File: src/rtl/nvw_guard_pkg.sv
package nvw_guard_pkg;

   typedef enum logic [1:0] {
      SEL_ADDR = 2'd0,
      SEL_DATA = 2'd1,
      SEL_CTRL = 2'd2,
      SEL_KEY  = 2'd3
   } reg_sel_e;

   typedef enum logic [1:0] {
      KS_IDLE  = 2'd0,
      KS_HALF  = 2'd1,
      KS_ARMED = 2'd2
   } key_state_e;

   localparam int CTRL_RD_BIT  = 0;
   localparam int CTRL_GO_BIT  = 1;
   localparam int CTRL_EN_BIT  = 2;
   localparam int CTRL_ERR_BIT = 3;

   localparam logic [7:0] KEY_FIRST  = 8'h55;
   localparam logic [7:0] KEY_SECOND = 8'hAA;

endpackage

File: src/rtl/nvw_lockout_timer.sv
module nvw_lockout_timer #(
   parameter int LOCK_CYC = 20
) (
   input  logic clk,
   input  logic por_n,
   input  logic restart,
   output logic done
);
   localparam int CW = $clog2(LOCK_CYC + 1);

   if (LOCK_CYC < 1) begin : g_bad_lock
      $error("nvw_lockout_timer: LOCK_CYC must be at least 1");
   end

   logic [CW-1:0] cnt_q;

   always_ff @(posedge clk or negedge por_n) begin
      if (!por_n) begin
         cnt_q <= '0;
      end else if (restart) begin
         cnt_q <= '0;
      end else if (cnt_q != CW'(LOCK_CYC)) begin
         cnt_q <= cnt_q + 1'b1;
      end
   end

   assign done = (cnt_q == CW'(LOCK_CYC));

endmodule

File: src/rtl/nvw_key_tracker.sv
module nvw_key_tracker
   import nvw_guard_pkg::*;
#(
   parameter int DATA_W = 8
) (
   input  logic              clk,
   input  logic              por_n,
   input  logic              clear,
   input  logic              key_wr,
   input  logic              ctrl_wr,
   input  logic              other_acc,
   input  logic [DATA_W-1:0] wdata,
   output logic              armed
);
   localparam logic [DATA_W-1:0] K1 = DATA_W'(KEY_FIRST);
   localparam logic [DATA_W-1:0] K2 = DATA_W'(KEY_SECOND);

   key_state_e st_q, st_d;
   logic       any_acc;

   assign any_acc = key_wr | ctrl_wr | other_acc;

   always_comb begin
      st_d = st_q;
      unique case (st_q)
         KS_IDLE: begin
            if (key_wr && (wdata == K1)) st_d = KS_HALF;
         end
         KS_HALF: begin
            if (key_wr && (wdata == K2)) st_d = KS_ARMED;
            else if (any_acc)            st_d = KS_IDLE;
         end
         KS_ARMED: begin
            if (any_acc) st_d = KS_IDLE;
         end
         default: st_d = KS_IDLE;
      endcase
   end

   always_ff @(posedge clk or negedge por_n) begin
      if (!por_n) begin
         st_q <= KS_IDLE;
      end else if (clear) begin
         st_q <= KS_IDLE;
      end else begin
         st_q <= st_d;
      end
   end

   assign armed = (st_q == KS_ARMED);

endmodule

File: src/rtl/nvw_array_model.sv
module nvw_array_model #(
   parameter int ADDR_W = 6,
   parameter int DATA_W = 8,
   parameter int WR_LAT = 4
) (
   input  logic              clk,
   input  logic              por_n,
   input  logic              abort,
   input  logic              wr_req,
   input  logic [ADDR_W-1:0] wr_addr,
   input  logic [DATA_W-1:0] wr_data,
   input  logic [ADDR_W-1:0] rd_addr,
   output logic [DATA_W-1:0] rd_data,
   output logic              busy
);
   localparam int DEPTH = 1 << ADDR_W;
   localparam int LW    = $clog2(WR_LAT + 1);

   if (WR_LAT < 1) begin : g_bad_lat
      $error("nvw_array_model: WR_LAT must be at least 1");
   end

   logic [DATA_W-1:0] mem [DEPTH];
   logic [LW-1:0]     cnt_q;
   logic              busy_q;
   logic [ADDR_W-1:0] lat_addr_q;
   logic [DATA_W-1:0] lat_data_q;
   logic              commit;

   assign commit = busy_q && !abort && (cnt_q == LW'(1));

   always_ff @(posedge clk or negedge por_n) begin
      if (!por_n) begin
         busy_q     <= 1'b0;
         cnt_q      <= '0;
         lat_addr_q <= '0;
         lat_data_q <= '0;
      end else if (abort) begin
         busy_q <= 1'b0;
         cnt_q  <= '0;
      end else if (!busy_q && wr_req) begin
         busy_q     <= 1'b1;
         cnt_q      <= LW'(WR_LAT);
         lat_addr_q <= wr_addr;
         lat_data_q <= wr_data;
      end else if (busy_q) begin
         if (cnt_q == LW'(1)) begin
            busy_q <= 1'b0;
            cnt_q  <= '0;
         end else begin
            cnt_q <= cnt_q - 1'b1;
         end
      end
   end

   always_ff @(posedge clk) begin
      if (commit) begin
         mem[lat_addr_q] <= lat_data_q;
      end
   end

   assign rd_data = mem[rd_addr];
   assign busy    = busy_q;

endmodule

File: src/rtl/nvw_guard.sv
module nvw_guard
   import nvw_guard_pkg::*;
#(
   parameter int ADDR_W   = 6,
   parameter int DATA_W   = 8,
   parameter int WR_LAT   = 4,
   parameter int LOCK_CYC = 20
) (
   input  logic              clk,
   input  logic              por_n,
   input  logic              warm_rst_n,
   input  logic [1:0]        cpu_sel,
   input  logic              cpu_wr,
   input  logic              cpu_rd,
   input  logic [DATA_W-1:0] cpu_wdata,
   output logic [DATA_W-1:0] cpu_rdata,
   output logic              lock_done,
   output logic              write_busy
);
   if (DATA_W < 8) begin : g_bad_data
      $error("nvw_guard: DATA_W must hold an 8-bit key");
   end
   if (ADDR_W > DATA_W || ADDR_W < 1) begin : g_bad_addr
      $error("nvw_guard: ADDR_W must be between 1 and DATA_W");
   end

   logic              warm;
   logic              acc;
   logic              addr_wr, data_wr, ctrl_wr, key_wr, other_acc;
   logic              key_armed;
   logic              launch, rd_req;
   logic              busy;
   logic [ADDR_W-1:0] addr_q;
   logic [DATA_W-1:0] data_q;
   logic              en_q;
   logic              err_q;
   logic [DATA_W-1:0] arr_rd_data;
   logic [DATA_W-1:0] addr_view;
   logic [DATA_W-1:0] ctrl_view;

   assign warm      = !warm_rst_n;
   assign acc       = cpu_wr | cpu_rd;
   assign addr_wr   = cpu_wr && (cpu_sel == SEL_ADDR);
   assign data_wr   = cpu_wr && (cpu_sel == SEL_DATA);
   assign ctrl_wr   = cpu_wr && (cpu_sel == SEL_CTRL);
   assign key_wr    = cpu_wr && (cpu_sel == SEL_KEY);
   assign other_acc = acc && !ctrl_wr && !key_wr;

   nvw_lockout_timer #(
      .LOCK_CYC(LOCK_CYC)
   ) i_lock (
      .clk    (clk),
      .por_n  (por_n),
      .restart(warm),
      .done   (lock_done)
   );

   nvw_key_tracker #(
      .DATA_W(DATA_W)
   ) i_keys (
      .clk      (clk),
      .por_n    (por_n),
      .clear    (warm),
      .key_wr   (key_wr),
      .ctrl_wr  (ctrl_wr),
      .other_acc(other_acc),
      .wdata    (cpu_wdata),
      .armed    (key_armed)
   );

   assign launch = ctrl_wr && cpu_wdata[CTRL_GO_BIT] && cpu_wdata[CTRL_EN_BIT]
                   && key_armed && lock_done && !busy && !warm;
   assign rd_req = ctrl_wr && cpu_wdata[CTRL_RD_BIT];

   nvw_array_model #(
      .ADDR_W(ADDR_W),
      .DATA_W(DATA_W),
      .WR_LAT(WR_LAT)
   ) i_array (
      .clk    (clk),
      .por_n  (por_n),
      .abort  (warm),
      .wr_req (launch),
      .wr_addr(addr_q),
      .wr_data(data_q),
      .rd_addr(addr_q),
      .rd_data(arr_rd_data),
      .busy   (busy)
   );

   always_ff @(posedge clk or negedge por_n) begin
      if (!por_n) begin
         addr_q <= '0;
      end else if (addr_wr) begin
         addr_q <= cpu_wdata[ADDR_W-1:0];
      end
   end

   always_ff @(posedge clk or negedge por_n) begin
      if (!por_n) begin
         data_q <= '0;
      end else if (data_wr) begin
         data_q <= cpu_wdata;
      end else if (rd_req) begin
         data_q <= arr_rd_data;
      end
   end

   always_ff @(posedge clk or negedge por_n) begin
      if (!por_n) begin
         en_q <= 1'b0;
      end else if (warm) begin
         en_q <= 1'b0;
      end else if (ctrl_wr) begin
         en_q <= cpu_wdata[CTRL_EN_BIT];
      end
   end

   always_ff @(posedge clk or negedge por_n) begin
      if (!por_n) begin
         err_q <= 1'b0;
      end else if (warm && busy) begin
         err_q <= 1'b1;
      end else if (ctrl_wr && cpu_wdata[CTRL_ERR_BIT]) begin
         err_q <= 1'b0;
      end
   end

   if (ADDR_W == DATA_W) begin : g_addr_full
      assign addr_view = addr_q;
   end else begin : g_addr_pad
      assign addr_view = {{(DATA_W - ADDR_W){1'b0}}, addr_q};
   end

   always_comb begin
      ctrl_view               = '0;
      ctrl_view[CTRL_GO_BIT]  = busy;
      ctrl_view[CTRL_EN_BIT]  = en_q;
      ctrl_view[CTRL_ERR_BIT] = err_q;
   end

   always_comb begin
      unique case (cpu_sel)
         SEL_ADDR: cpu_rdata = addr_view;
         SEL_DATA: cpu_rdata = data_q;
         SEL_CTRL: cpu_rdata = ctrl_view;
         default:  cpu_rdata = '0;
      endcase
   end

   assign write_busy = busy;

endmodule

File: config.mk
export PLATFORM = sky130hd
export DESIGN_NAME = nvw_guard
export DESIGN_NICKNAME = d
export VERILOG_FILES = /design/src/rtl/nvw_guard_pkg.sv /design/src/rtl/nvw_lockout_timer.sv /design/src/rtl/nvw_key_tracker.sv /design/src/rtl/nvw_array_model.sv /design/src/rtl/nvw_guard.sv
export SDC_FILE = /design/constraint.sdc
export NUM_CORES = 1
export LEC_CHECK = 0
export BUFFER_PORTS_ARGS = -buffer_cell sky130_fd_sc_hd__clkbuf_2
export CORE_UTILIZATION = 55
export DETAILED_ROUTE_END_ITERATION = 16
export PLACE_DENSITY = 0.73
export SLEW_MARGIN = 40
export SYNTH_ARGS = -nofsm -noshare
export SYNTH_HDL_FRONTEND = slang
export SYNTH_SLANG_ARGS = --single-unit
File: constraint.sdc
create_clock -name clk -period 5.85 [get_ports clk]
set_input_delay 1.17 -clock clk [delete_from_list [all_inputs] [get_ports clk]]
set_output_delay 1.17 -clock clk [all_outputs]
set_load 0.01 [all_outputs]
==> run summary <==
The multi-input combinational cells in the finished layout cover a total of 5140 µm². The hold-critical path endpoint is i_keys.st_q[0]. Setup repair after global routing left no endpoint under its margin. For the starting utilization of the core area, the log shows 56.1%. Cell area after synthesis: 21800 µm². The antenna diode instance count was 0; the leakage power summed over all cells was 9.05 nW. The logs give 41.2% for the max-slew headroom at the worst pin and 0 for the count of maximum capacitance violations. The deepest level of the CTS H-tree was 2.

The worst register-to-register path ends at data_q[0]. The count of cells resized by post-cts repair is 0, and the flop-to-flop setup slack is 2660 ps. For the number of cells produced by synthesis, the log shows 1077. The length in cells of the worst reg-to-reg path was 6.

Leaving out fill and tap cells, the most frequent cell in the layout is sky130_fd_sc_hd__edfxtp_1. The standard cell core area is 38900 µm². Ratio of routed vias to standard cells: 6.31. The logs give 3 for the number of buffers on the longest clock path and 68.5 mm for the first-pass GRT wire length. The run gives 1130 as the final net count. The number of buffers created by CTS was 52; the slew of the pin with the lowest slew margin was 880 ps.

For the final hold violation count, the log shows 0. During I/O placement, the number of pins put on the boundary was 25. In the layout the commonest cells are 512 x sky130_fd_sc_hd__edfxtp_1, 136 x sky130_fd_sc_hd__mux4_2, 77 x sky130_fd_sc_hd__nor2_1, 54 x sky130_fd_sc_hd__clkbuf_16, 33 x sky130_fd_sc_hd__mux2i_1. Before antenna repair, the detailed router went through 5 iterations.

Full die area: 40500 µm². The count of vias placed by the detailed router is 10600, and the worst path required time is 4680 ps. The via count of the first global-routing pass was 10800; the die boundary height was 201 µm. Entering global routing, the biggest net connects 66 pins. The signal on the critical path passes through clkbuf_2 -> nor2b_1 -> nand2_1 -> o21ai_0 -> clkbuf_2. Based on the critical path, the design can be clocked at up to 0.289 GHz.

The tools report the critical path capture point type as an output port. The cell with the largest stage delay on the worst path was sky130_fd_sc_hd__nor2b_1. In this run the worst path has a maximum fanout of 20. The routed wire length is 44.8 mm, and the data arrival time of the worst path is 2290 ps. In this run the remaining antenna-violating nets after routing total 0.

In the global route stage, overall resource usage came out at 22.9%. Counting distinct cell types in the post-synthesis netlist gives 40. In the post-synthesis netlist, the biggest area contributors are sky130_fd_sc_hd__edfxtp_1 70%, sky130_fd_sc_hd__mux4_2 14%, sky130_fd_sc_hd__dfrtp_1 4.7%, sky130_fd_sc_hd__mux2i_1 1.5%, sky130_fd_sc_hd__nor2_1 1.4%. The worst setup path category is in -> out. TritonCTS built the clock tree. The number of antenna violations at the first check in global routing is 0.

The share of post-route cells with drive strength above 1 was 25.4%; the buffers inserted during post-CTS setup optimization was 0. From left edge to right edge, the die measures 201 µm. Instance count along the most critical hold path: 1. Across the whole layout, storage elements account for 16400 µm². When the netlist entered floorplanning its net count stood at 1096. The run gives 2390 ps as the setup slack after layout. Dividing the synthesized area by the synthesized cell count gives 20.3 µm². The run gives 0 as the number of max-slew violations in the final report.

The filler cell count in the final layout came out at 2589. The minimum period implied by the final worst setup slack came out at 3460 ps. The flow ran to the end, and the final reports show no timing, DRC or antenna violations.

The fraction of synthesized cell area taken by the top area cell type was 70.4%; the detailed placer's ending HPWL was 26.4 mm. In this run the most critical hold path is launched from i_keys.st_q[1]. At the placement stage, the worst setup path has a slack of 2150 ps.

In this run the power density over the cells is 340 nW/µm². The clock root buffer was sky130_fd_sc_hd__clkbuf_16. In this run, the number of DRC markers left after iteration 0 of detailed routing was 1058. The final worst-path cycle share came out at 59.1%. Synthesis-stage register bit count: 553.

The cell with the most instances on the worst path is sky130_fd_sc_hd__clkbuf_2. The peak per-stage delay on the critical path works out to 450 ps. In this run the critical register-to-register path is launched from addr_q[1]. At the later pin of the worst-skew pair, clock insertion delay measures 590 ps. For the total congestion overflow after global routing, the log shows 0. IR analysis of the VDD net gives a maximum drop of 0.000228 V. Setup violations remaining at the end of the flow were counted as 0. The run gives 72 as the row count. For the maximum clock skew at final layout, the log shows 36.2 ps. The clock drives 553 sinks. After detailed routing, the average wire length per cell comes to 26.8 µm. The final routed DRC violation total was 0; the sequential cell area fraction in the yosys report was 75.1%. After clock tree synthesis, the clock-pin slew on the worst setup and hold paths is 70 ps. In the final timing run, aggregate negative setup slack is 0 ps. The synthesized design spends more area on one cell type than any other, namely sky130_fd_sc_hd__edfxtp_1.

On the critical path the largest part of the delay comes from simple AND/OR/NAND/NOR gates. The number of buffers and inverters on the critical path is 2. Cells fill 62.4% of the core in the end.

At the end of routability-driven placement, the weighted congestion stood at 0.862. The tools report the post-cts hold buffer count as 0. The synthesis-to-layout area growth is 11.2%. The tightest min-delay check is of the reg -> reg type. The total number of yosys warnings was 0. The worst setup path is launched from a primary input. In this run the tool buffered the top-level ports with 24 buffer cells.
==> how the worst max path moves through the flow <==
stage / start / to / slack (ps) / depth (start not counted)
5_1_grt: cpu_sel[1] / cpu_rdata[2] / 2210 / 5
3_3_place_gp: warm_rst_n / i_array.mem[23][4] / 2220 / 5
4_1_cts: cpu_sel[1] / cpu_rdata[2] / 2390 / 5
2_1_floorplan: cpu_sel[0] / cpu_rdata[2] / 2750 / 3
6_report: cpu_sel[1] / cpu_rdata[2] / 2390 / 5
3_5_place_dp: warm_rst_n / i_array.mem[7][4] / 2150 / 5
==> area by class of cell <==
class | instances | area share, %
clock buffers | 68 | 5.87
well taps | 518 | 2.67
inverters | 8 | 0.124
flip-flops and latches | 553 | 67.7
clock inverters | 30 | 1.27
repair buffers | 36 | 1.13
multi-input cells | 460 | 21.2
==> Yosys cell counts (all sizes together) <==
cell type / count
a211o: 2
a211oi: 5
a21boi: 1
a21oi: 16
a221oi: 10
a22oi: 12
a31oi: 5
and2: 6
buf: 27
clkbuf: 29
dfrtp: 41
edfxtp: 512
ha: 4
inv: 8
mux2: 22
mux2i: 33
mux4: 136
nand2: 30
nand2b: 1
nand3: 19
nand3b: 6
nand4: 3
nand4b: 2
nor2: 83
nor2b: 14
nor3: 5
nor3b: 2
nor4: 1
nor4b: 1
nor4bb: 3
o21a: 4
o21ai: 11
o22ai: 13
or3: 3
or3b: 3
or4bb: 1
xnor2: 3
==> sequential cells by signal, summed over array words and instances (netlist names) <==
register and cells:
data_q 8, i_array.busy 1, i_array.mem 512, i_lock.cnt_q 5
i_keys.st_q 2, en_q 1, i_array.lat_addr_q 6, err_q 1
addr_q 6, i_array.cnt_q 3, i_array.lat_data_q 8
==> power by group <==
group | internal [mW] | switching [mW] | leakage [nW]
Sequential | 4.28 | 0.0818 | 6.44
Combinational | 0.240 | 0.287 | 1.76
Clock | 1.98 | 1.40 | 0.847
Total | 6.50 | 1.76 | 9.05
==> metrics by stage <==
| stage | hold slack (ps) | std cells | instance area (µm²) | power (mW) |
|---|---|---|---|---|
| 2_1_floorplan | 433 | 1077 | 21800 | 4.82 |
| 3_3_place_gp | 459 | 1572 | 22400 | 4.96 |
| 3_5_place_dp | 463 | 1574 | 22500 | 4.97 |
| 4_1_cts | 476 | 1672 | 24200 | 8.31 |
| 5_1_grt | 509 | 1673 | 24300 | 8.48 |
| 6_report | 477 | 1673 | 24300 | 8.26 |
==> worst reg2reg max path: cells and delay by family (launching register included) <==
family | cells | cell delay, ps
simple gates | 2 | 470
buf+inv | 1 | 370
mux | 3 | 1330
flops | 1 | 870
==> cell families (layout without fill, tap and decap cells) <==
group                      after synthesis  in the layout  share of synthesized area [%]
AOI/OAI and AO/OA                       79             79                           2.37
and+or+nand+nor                        183            183                           4.07
muxes                                  191            191                           16.7
xor gates and xnor gates                 3              3                          0.120
DFF                                    553            553                           75.1
buffers and inverters                   64            142                           1.39
adders and majority gates                4              4                          0.229
==> metal layers <==
metal	vias up	share of wire, %	global-route usage [%]
met5	-	0	0
met4	0	2.1	5.90
met3	71	7.0	3.50
met2	438	48	36.3
met1	5556	43	33.7
li1	4488	-	-
Power figures use the tool's default switching activity.
